$ cat src/rtl/vpage_pkg.sv
package vpage_pkg;

  typedef struct packed {
    logic present;
    logic rd_ok;
    logic wr_ok;
    logic nocache;
  } pte_attr_t;

  typedef enum logic [1:0] {
    XL_IDLE   = 2'd0,
    XL_HIT    = 2'd1,
    XL_PFAULT = 2'd2,
    XL_PROT   = 2'd3
  } xl_status_e;

  function automatic logic access_allowed(input pte_attr_t a, input logic wr);
    return wr ? a.wr_ok : a.rd_ok;
  endfunction

endpackage

$ cat src/rtl/vpage_table.sv
module vpage_table
  import vpage_pkg::*;
#(
  parameter int NPAGE = 16,
  parameter int IDX_W = 4,
  parameter int PFN_W = 3
) (
  input  logic             clk_i,
  input  logic             rst_ni,
  input  logic             we_i,
  input  logic [IDX_W-1:0] idx_i,
  input  logic [PFN_W-1:0] frame_i,
  input  pte_attr_t        attr_i,
  output logic [PFN_W-1:0] frame_o [NPAGE],
  output pte_attr_t        attr_o  [NPAGE]
);

  for (genvar g = 0; g < NPAGE; g++) begin : g_ent
    logic sel;
    assign sel = we_i && (idx_i == IDX_W'(g));

    always_ff @(posedge clk_i or negedge rst_ni) begin
      if (!rst_ni) begin
        frame_o[g] <= '0;
        attr_o[g]  <= '0;
      end else if (sel) begin
        frame_o[g] <= frame_i;
        attr_o[g]  <= attr_i;
      end
    end
  end

endmodule

$ cat src/rtl/vpage_flags.sv
module vpage_flags #(
  parameter int NPAGE = 16,
  parameter int IDX_W = 4
) (
  input  logic             clk_i,
  input  logic             rst_ni,
  input  logic             hit_i,
  input  logic             hit_write_i,
  input  logic [IDX_W-1:0] hit_idx_i,
  input  logic             host_we_i,
  input  logic [IDX_W-1:0] host_idx_i,
  input  logic             clr_ref_i,
  output logic [NPAGE-1:0] ref_o,
  output logic [NPAGE-1:0] mod_o
);

  for (genvar g = 0; g < NPAGE; g++) begin : g_flag
    logic hw, sel;
    assign hw  = host_we_i && (host_idx_i == IDX_W'(g));
    assign sel = hit_i && (hit_idx_i == IDX_W'(g));

    // priority: host load > access hit > global clear
    always_ff @(posedge clk_i or negedge rst_ni) begin
      if (!rst_ni) begin
        ref_o[g] <= 1'b0;
        mod_o[g] <= 1'b0;
      end else if (hw) begin
        ref_o[g] <= 1'b0;
        mod_o[g] <= 1'b0;
      end else begin
        if (sel)            ref_o[g] <= 1'b1;
        else if (clr_ref_i) ref_o[g] <= 1'b0;
        if (sel && hit_write_i) mod_o[g] <= 1'b1;
      end
    end
  end

endmodule

$ cat src/rtl/vpage_lookup.sv
module vpage_lookup
  import vpage_pkg::*;
#(
  parameter int VA_W  = 16,
  parameter int VPN_W = 4,
  parameter int PFN_W = 3,
  parameter int NPAGE = 16,
  localparam int OFF_W = VA_W - VPN_W
) (
  input  logic             valid_i,
  input  logic             write_i,
  input  logic [VA_W-1:0]  vaddr_i,
  input  logic [PFN_W-1:0] frame_tbl_i [NPAGE],
  input  pte_attr_t        attr_tbl_i  [NPAGE],
  input  logic [NPAGE-1:0] ref_i,
  input  logic [NPAGE-1:0] mod_i,
  output xl_status_e       status_o,
  output logic [VPN_W-1:0] vpn_o,
  output logic [PFN_W+OFF_W-1:0] paddr_o,
  output logic             nocache_o,
  output logic             ref_o,
  output logic             mod_o
);

  logic [VPN_W-1:0] vpn;
  logic [OFF_W-1:0] off;
  pte_attr_t        attr;
  logic [PFN_W-1:0] frame;

  assign vpn   = vaddr_i[VA_W-1 -: VPN_W];
  assign off   = vaddr_i[OFF_W-1:0];
  assign attr  = attr_tbl_i[vpn];
  assign frame = frame_tbl_i[vpn];

  always_comb begin
    status_o = XL_IDLE;
    if (valid_i) begin
      if (!attr.present)                       status_o = XL_PFAULT;
      else if (!access_allowed(attr, write_i)) status_o = XL_PROT;
      else                                     status_o = XL_HIT;
    end
  end

  assign paddr_o   = (status_o == XL_HIT) ? {frame, off} : '0;
  assign nocache_o = (status_o == XL_HIT) && attr.nocache;
  assign vpn_o     = vpn;
  assign ref_o     = ref_i[vpn];
  assign mod_o     = mod_i[vpn];

endmodule

$ cat src/rtl/vpage_xlate.sv
module vpage_xlate
  import vpage_pkg::*;
#(
  parameter int VA_W  = 16,
  parameter int VPN_W = 4,
  parameter int PFN_W = 3
) (
  input  logic                         clk_i,
  input  logic                         rst_ni,
  input  logic                         acc_valid_i,
  input  logic                         acc_write_i,
  input  logic [VA_W-1:0]              acc_vaddr_i,
  output logic [PFN_W+VA_W-VPN_W-1:0]  paddr_o,
  output logic                         paddr_valid_o,
  output logic                         nocache_o,
  output logic                         page_fault_o,
  output logic                         prot_fault_o,
  output logic                         entry_ref_o,
  output logic                         entry_mod_o,
  input  logic                         host_we_i,
  input  logic [VPN_W-1:0]             host_idx_i,
  input  logic [PFN_W-1:0]             host_frame_i,
  input  logic                         host_present_i,
  input  logic                         host_rd_ok_i,
  input  logic                         host_wr_ok_i,
  input  logic                         host_nocache_i,
  input  logic                         host_clr_ref_i
);

  localparam int NPAGE = 1 << VPN_W;

  logic [PFN_W-1:0] frame_tbl [NPAGE];
  pte_attr_t        attr_tbl  [NPAGE];
  logic [NPAGE-1:0] ref_q, mod_q;
  xl_status_e       status;
  logic [VPN_W-1:0] vpn;
  pte_attr_t        host_attr;

  assign host_attr = '{present: host_present_i, rd_ok: host_rd_ok_i,
                       wr_ok: host_wr_ok_i, nocache: host_nocache_i};

  vpage_table #(.NPAGE(NPAGE), .IDX_W(VPN_W), .PFN_W(PFN_W)) table_i (
    .clk_i   (clk_i),
    .rst_ni  (rst_ni),
    .we_i    (host_we_i),
    .idx_i   (host_idx_i),
    .frame_i (host_frame_i),
    .attr_i  (host_attr),
    .frame_o (frame_tbl),
    .attr_o  (attr_tbl)
  );

  vpage_lookup #(.VA_W(VA_W), .VPN_W(VPN_W), .PFN_W(PFN_W), .NPAGE(NPAGE)) lookup_i (
    .valid_i     (acc_valid_i),
    .write_i     (acc_write_i),
    .vaddr_i     (acc_vaddr_i),
    .frame_tbl_i (frame_tbl),
    .attr_tbl_i  (attr_tbl),
    .ref_i       (ref_q),
    .mod_i       (mod_q),
    .status_o    (status),
    .vpn_o       (vpn),
    .paddr_o     (paddr_o),
    .nocache_o   (nocache_o),
    .ref_o       (entry_ref_o),
    .mod_o       (entry_mod_o)
  );

  vpage_flags #(.NPAGE(NPAGE), .IDX_W(VPN_W)) flags_i (
    .clk_i       (clk_i),
    .rst_ni      (rst_ni),
    .hit_i       (status == XL_HIT),
    .hit_write_i (acc_write_i),
    .hit_idx_i   (vpn),
    .host_we_i   (host_we_i),
    .host_idx_i  (host_idx_i),
    .clr_ref_i   (host_clr_ref_i),
    .ref_o       (ref_q),
    .mod_o       (mod_q)
  );

  assign paddr_valid_o = (status == XL_HIT);
  assign page_fault_o  = (status == XL_PFAULT);
  assign prot_fault_o  = (status == XL_PROT);

endmodule

$ cat config.mk
export PLATFORM = sky130hd
export DESIGN_NAME = vpage_xlate
export DESIGN_NICKNAME = d
export VERILOG_FILES = /design/src/rtl/vpage_pkg.sv /design/src/rtl/vpage_table.sv /design/src/rtl/vpage_flags.sv /design/src/rtl/vpage_lookup.sv /design/src/rtl/vpage_xlate.sv
export SDC_FILE = /design/constraint.sdc
export NUM_CORES = 1
export LEC_CHECK = 0
export CORE_MARGIN = 4
export CORE_UTILIZATION = 51
export CTS_BUF_LIST = sky130_fd_sc_hd__clkbuf_2 sky130_fd_sc_hd__clkbuf_4 sky130_fd_sc_hd__clkbuf_8
export CTS_CLUSTER_SIZE = 12
export DETAILED_ROUTE_END_ITERATION = 12
export PLACE_DENSITY = 0.67
export SLEW_MARGIN = 20
export SYNTH_ARGS = -nofsm -noshare
export SYNTH_HDL_FRONTEND = slang
export SYNTH_SLANG_ARGS = --single-unit
$ cat constraint.sdc
create_clock -name clk_i -period 5.45 [get_ports clk_i]
set_input_delay 1.635 -clock clk_i [delete_from_list [all_inputs] [get_ports clk_i]]
set_output_delay 1.635 -clock clk_i [all_outputs]
set_load 0.02 [all_outputs]
==> results.sh, run 1 <==
export IMPL_status="complete, no violations"
export IMPL_seqPwrFrac_pct=50.1
export IMPL_intPower_uw=2008
export IMPL_cap_violations=0
export IMPL_die_y_um=126.0
export IMPL_utilization_pct=62.34
export IMPL_path_class="in -> out"
export IMPL_cts_resized=20
export IMPL_register_area_um2=3603
export IMPL_ys_warn_count=0
export IMPL_grt_max_degree=122
export IMPL_crit_slowest_cell="clkdlybuf4s50_1"
export IMPL_crit_required_ns=3.82
export IMPL_fillers=1064
export IMPL_root_buffer="clkbuf_8"
export IMPL_finalSetupViolations=0
export IMPL_max_freq_ghz=0.1861
export IMPL_hold_viol=0
export IMPL_port_buffers=53
export IMPL_ios=54
export IMPL_first_pass_iters=5
export IMPL_cts_buffers=17
export IMPL_clockBufferDepth=2
export IMPL_relSlewSlack_pct=34.83
export IMPL_num_antenna_cells=0
export IMPL_rsz0062_at_grt="no"
export IMPL_setup_worst_path_end_class="output pin"
export IMPL_syn_avg_cell_area_um2=13.78
export IMPL_netSwitchingFraction_pct=26.69
export IMPL_synthFlopType="dfrtp_1"
export IMPL_combinationalPowerShare_pct=20.1
export IMPL_synth_cell_types=44
export IMPL_antenna_left=0
export IMPL_area_delta_synth_final_pct=18.18
export IMPL_grt_pass1_vias=4815
export IMPL_path_max_fanout=12
export IMPL_finClkSkew_ns=0.01014
export IMPL_holdBufCountCts=0
export IMPL_coreArea_um2=13450
export IMPL_cts_num_sinks=144
export IMPL_hpwl_um=11470
export IMPL_dieArea_um2=15870
export IMPL_slew_viol_final=0
export IMPL_fin_area_um2=8387
export IMPL_p_per_area_nw_per_um2=326.5
export IMPL_place_congestion=0.8944
export IMPL_synth_seq_cells=144
export IMPL_p_switching_uw=730.8
export IMPL_clkLatencyLatePin_ns=0.45
export IMPL_crit_arrival_ns=3.74
export IMPL_drc=0
export IMPL_grt_usage_pct=22.69
export IMPL_rows=42
export IMPL_layout_cells_non_filler=782
export IMPL_synth_nets=548
export IMPL_synthCells=515
export IMPL_syn_area_um2=7097
export IMPL_start_util_pct=52.75
export IMPL_fin_nets=626
export IMPL_die_w_um=126.0
export IMPL_h_tree_depth=4
export IMPL_drtIter0Drc=442
export IMPL_synth_edf_count=0
export IMPL_avgRoutedWirePerCell_um=22.09
export IMPL_hold_class="reg -> reg"
export IMPL_multi_input_area_um2=3241
export IMPL_postCtsSetupBuffers=0
export IMPL_place_area_um2=8008
export IMPL_via_count=4720
export IMPL_async_flop_share_pct=100.0
export IMPL_place_inst=750
export IMPL_grt_overflow=0
export IMPL_ys_seq_area_share_pct=50.78
export IMPL_drt_wl_total_um=17280
export IMPL_path_cells="buf_4, buf_4, buf_12, mux4_2, mux4_2, clkdlybuf4s50_1"
export IMPL_clkTransAtPathRegs_ns=0.08
export IMPL_max_stage_delay_ns=0.55
export IMPL_drive_gt1_share_pct=41.25
export IMPL_vdd_drop_max_mv=0.2766
export IMPL_post_route_period_util_pct=98.62
export IMPL_cts_tree="done"
export IMPL_start_kind="input port"
export IMPL_antenna_found_initial=0
export IMPL_clock_power_share_pct=29.8
export IMPL_worst_slew_pin_slew_ns=0.9775
export IMPL_leakagePower_uw=0.003670
export IMPL_grt_first_pass_wirelength_um=27390
export IMPL_fin_crit_ns=5.375
export IMPL_finalSetupTns_ns=0
export IMPL_vias_per_cell=6.036
sequential cells by signal, summed over array words and instances, names as in the netlist:
register	count
flags_i.mod_o	16
table_i.frame_o	48
table_i.attr_o	64
flags_i.ref_o	16
per-layer routing:
| layer | global-route usage (%) | wire (um) | vias to the layer above | part of all wire, % |
|---|---|---|---|---|
| met2 | 35.31 | 8210 | 159 | 48 |
| met5 | 0 | 0 | - | 0 |
| met4 | 6.688 | 359 | 0 | 2.1 |
| li1 | - | - | 2081 | - |
| met3 | 5.970 | 1034 | 31 | 6.0 |
| met1 | 31.80 | 7671 | 2449 | 44 |
per-stage QoR:
| step | setup slack, ns | power, uW | hold WS (ns) |
|---|---|---|---|
| finish | 0.07538 | 2739 | 0.4920 |
| global route | 0.00001821 | 2875 | 0.5180 |
| CTS | 0.04305 | 2759 | 0.4976 |
| detailed placement | -0.2066 | 1949 | 0.4794 |
| global placement | -0.1123 | 1922 | 0.4621 |
| floorplan | 0.5022 | 1758 | 0.4446 |
cell usage after synthesis (3+ instances only):
| master | n | share of area [%] |
|---|---|---|
| dfrtp_1 | 144 | 51 |
| mux2_2 | 113 | 18 |
| mux4_2 | 39 | 12 |
| nor2_1 | 25 | 1.3 |
| o21ai_0 | 25 | 1.8 |
| nand2_1 | 19 | 1.0 |
| clkbuf_1 | 18 | 0.95 |
| inv_1 | 17 | 0.90 |
| nand3_1 | 12 | 0.85 |
| nand3b_1 | 10 | 1.1 |
| o31ai_1 | 8 | 0.85 |
| nor2b_1 | 7 | 0.62 |
| or3b_2 | 7 | 0.86 |
| buf_6 | 6 | 0.95 |
| o41ai_1 | 6 | 0.74 |
| buf_2 | 5 | 0.35 |
| buf_4 | 5 | 0.53 |
| mux2i_1 | 5 | 0.71 |
| or3_1 | 5 | 0.44 |
| o32ai_1 | 4 | 0.49 |
| and3_1 | 3 | 0.26 |
| nand2b_1 | 3 | 0.26 |
layout make-up:
cell class              instances  area share, %
clock buffers                  17          2.790
repair buffers                 94          10.47
well taps                     176          2.626
inverters                      18         0.8056
multi-input cells             318          38.64
flip-flops and latches        144          42.97
clock inverters                15          1.701
power groups by stage:
stage                     Clock [uW]  Sequential (uW)  Combinational [uW]
final                            816             1370                 549
after global routing             876             1400                 600
after CTS                        834             1370                 552
after detailed placement           0             1390                 556
after global placement             0             1380                 541
after floorplan                    0             1360                 402
final timing paths:
| path | cells past startpoint | endpoint | slack (ns) | start |
|---|---|---|---|---|
| min in group asynchronous | 1 | table_i.frame_o[9]$_DFFE_PN0P_ | 1.29 | rst_ni |
| worst max-delay path | 6 | entry_mod_o | 0.08 | acc_vaddr_i[12] |
| max in group asynchronous | 2 | table_i.attr_o[30]$_DFFE_PN0P_ | 3.18 | rst_ni |
| worst min register to register | 2 | flags_i.mod_o[0]$_DFFE_PN0P_ | 0.49 | flags_i.mod_o[0]$_DFFE_PN0P_ |
| worst min-delay path | 2 | flags_i.mod_o[0]$_DFFE_PN0P_ | 0.49 | flags_i.mod_o[0]$_DFFE_PN0P_ |
| worst max register to register | 5 | flags_i.ref_o[4]$_DFFE_PN0P_ | 3.12 | table_i.attr_o[1]$_DFFE_PN0P_ |
critical path, delay by kind of cell:
kind | cells | cell delay [ns]
buffers and inverters | 4 | 1.12
multiplexers | 2 | 0.98
logic make-up after synthesis:
family                 share of synthesized area, %
muxes                                         31.38
AOI/OAI and AO/OA                             5.959
buffers and inverters                         3.790
DFF                                           50.78
and+or+nand+nor                               8.093
layout by cell type (no fill, tap or decap), drive strengths merged, types with 3 or more instances in the layout:
master and instances:
o21ai 25, mux2 115, nand2b 3, mux4 39, nor2 27, clkinvlp 4, clkdlybuf4s50 30, dlygate4sd2 19
o211ai 3, mux2i 5, clkbuf 19, or3 5, nand4 3, o32ai 4, a22oi 3, dfrtp 144
nand2 19, nor2b 8, o41ai 8, nand3b 10, or3b 7, buf 42, and3 3, inv 20
o31ai 8, clkinv 7, nand3 12
(Power assumes the default switching activity.)
==> run 2, diff against run 1 <==
--- a/config.mk
+++ b/config.mk
@@ -15,3 +15,4 @@
 export SYNTH_ARGS = -nofsm -noshare
 export SYNTH_HDL_FRONTEND = slang
 export SYNTH_SLANG_ARGS = --single-unit
+export TNS_END_PERCENT = 5
==> constraint.sdc (replaced) <==
create_clock -name clk_i -period 6.5 [get_ports clk_i]
set_input_delay 1.95 -clock clk_i [delete_from_list [all_inputs] [get_ports clk_i]]
set_output_delay 1.95 -clock clk_i [all_outputs]
set_load 0.02 [all_outputs]
==> run 2 against run 1 <==
Against the previous run: sequential power fell by 16%; hold slack got worse by 0.0065 ns; clock power fell by 16%; critical path type unchanged; largest cell class unchanged; core utilization fell by 0.86 points; wire length rose by 3.0%; setup slack improved by 0.080 ns; count of clock-buffer cells in the layout rose by 7.
==> results.sh, run 2 (synthesis gave the netlist of run 1 again) <==
export IMPL_status="complete, no violations"
export IMPL_via_count=4703
export IMPL_hpwl_um=11640
export IMPL_die_y_um=126.0
export IMPL_fin_area_um2=8272
export IMPL_timing_rr_start="table_i.attr_o[1]$_DFFE_PN0P_"
export IMPL_post_route_period_util_pct=97.61
export IMPL_cts_num_sinks=144
export IMPL_vias_per_cell=6.092
export IMPL_finalSetupTns_ns=0
export IMPL_r2r_setup_slack_ns=4.34
export IMPL_grt_pass1_vias=4938
export IMPL_fin_nets=616
export IMPL_p_per_area_nw_per_um2=277.8
export IMPL_h_tree_depth=4
export IMPL_post_place_ws_ns=0.1449
export IMPL_holdBufCountCts=0
export IMPL_setup_worst_path_end_class="output pin"
export IMPL_drive_gt1_share_pct=40.27
export IMPL_hold_class="reg -> reg"
export IMPL_cts_tree="done"
export IMPL_netSwitchingFraction_pct=26.41
export IMPL_combinationalPowerShare_pct=19.8
export IMPL_intPower_uw=1691
export IMPL_clock_power_share_pct=30.0
export IMPL_start_util_pct=52.75
export IMPL_place_congestion=0.9203
export IMPL_port_buffers=53
export IMPL_slew_viol_final=0
export IMPL_hold_viol=0
export IMPL_path_class="in -> out"
export IMPL_first_pass_iters=5
export IMPL_relSlewSlack_pct=40.50
export IMPL_seqPwrFrac_pct=50.2
export IMPL_grt_usage_pct=23.42
export IMPL_grt_first_pass_wirelength_um=28130
export IMPL_drt_wl_total_um=17790
export IMPL_cts_buffers=17
export IMPL_antenna_found_initial=0
export IMPL_largest_register_ffs=64
export IMPL_postCtsSetupBuffers=0
export IMPL_die_w_um=126.0
export IMPL_p_switching_uw=606.9
export IMPL_worst_slew_pin_slew_ns=0.8925
export IMPL_num_antenna_cells=0
export IMPL_fin_crit_ns=6.344
export IMPL_worstReg2RegEnd="flags_i.ref_o[5]$_DFFE_PN0P_"
export IMPL_drc=0
export IMPL_r2r_cells=5
export IMPL_area_delta_synth_final_pct=16.55
export IMPL_hp_start="flags_i.mod_o[0]$_DFFE_PN0P_"
export IMPL_ios=54
export IMPL_cap_violations=0
export IMPL_clockBufferDepth=2
export IMPL_final_common_cell="dfrtp_1"
export IMPL_hold_ws_ns=0.4855
export IMPL_grt_overflow=0
export IMPL_drtIter0Drc=404
export IMPL_setup_ws_ns=0.1556
export IMPL_regMostFlops="table_i.attr_o"
export IMPL_clkTransAtPathRegs_ns=0.07
export IMPL_antenna_left=0
export IMPL_hold_end="flags_i.mod_o[0]$_DFFE_PN0P_"
export IMPL_finClkSkew_ns=0.01088
export IMPL_fillers=1095
export IMPL_vdd_drop_max_mv=0.1805
export IMPL_max_freq_ghz=0.1576
export IMPL_final_cell_mix="dfrtp_1, mux2_2, clkdlybuf4s50_1, mux4_2, buf_4"
export IMPL_power_total_uw=2298
export IMPL_dieArea_um2=15870
export IMPL_hold_path_depth=2
export IMPL_rows=42
export IMPL_coreArea_um2=13450
export IMPL_path_max_fanout=20
export IMPL_avgRoutedWirePerCell_um=23.04
export IMPL_grt_max_degree=99
export IMPL_root_buffer="clkbuf_8"
export IMPL_finalSetupViolations=0
export IMPL_rsz0062_at_grt="no"
export IMPL_place_area_um2=7883
export IMPL_start_kind="input port"
export IMPL_crit_required_ns=4.55
export IMPL_clkLatencyLatePin_ns=0.47
export IMPL_cts_resized=0
export IMPL_crit_arrival_ns=4.39
export IMPL_top_regs="table_i.attr_o x64, table_i.frame_o x48"
export IMPL_leakagePower_uw=0.003500
[run 2: area by class of cell]
type	instances	area (um2)	area share, %
multi-input combinational	318	3227	39.01
sequential	144	3603	43.56
inverter	18	67.56	0.8168
clock buffer	24	305.3	3.691
tap	176	220.2	2.662
timing repair buffer	84	767.0	9.272
clock inverter	8	81.33	0.9832
[run 2: worst max-delay path by stage]
stage                                from          end  depth (start not counted)
final                     acc_vaddr_i[14]  paddr_o[10]                          9
after global routing      acc_vaddr_i[15]  paddr_o[10]                          9
after CTS                 acc_vaddr_i[14]  paddr_o[10]                          9
after detailed placement  acc_vaddr_i[14]  paddr_o[10]                          9
after global placement    acc_vaddr_i[14]    nocache_o                          8
after floorplan           acc_vaddr_i[13]    nocache_o                          7
[run 2: power by group through the flow]
| stage | logic [uW] | clock network [uW] | registers [uW] |
|---|---|---|---|
| 2_1_floorplan | 337 | 0 | 1140 |
| 3_3_place_gp | 444 | 0 | 1160 |
| 3_5_place_dp | 457 | 0 | 1170 |
| 4_1_cts | 459 | 704 | 1150 |
| 5_1_grt | 494 | 746 | 1170 |
| 6_report | 454 | 689 | 1150 |
[run 2: per-stage QoR]
stage                     std cells  util (%)
final                           772     61.49
after global routing            772     61.49
after CTS                       772     61.47
after detailed placement        740     58.59
after global placement          740     58.59
after floorplan                 515         -
[run 2: routing by layer]
layer	routed length, um	global-route usage, %
met3	1230	6.647
met2	8054	34.87
met4	588	9.590
met5	0	0
met1	7914	32.70
[run 2: critical path, stage by stage]
cell and delay (ns):
clkdlybuf4s50_1 0.52, buf_4 0.21, mux4_2 0.34, a22oi_2 0.24
a31oi_4 0.14, o211ai_4 0.18, buf_12 0.20, nor2_1 0.06
clkdlybuf4s50_1 0.54
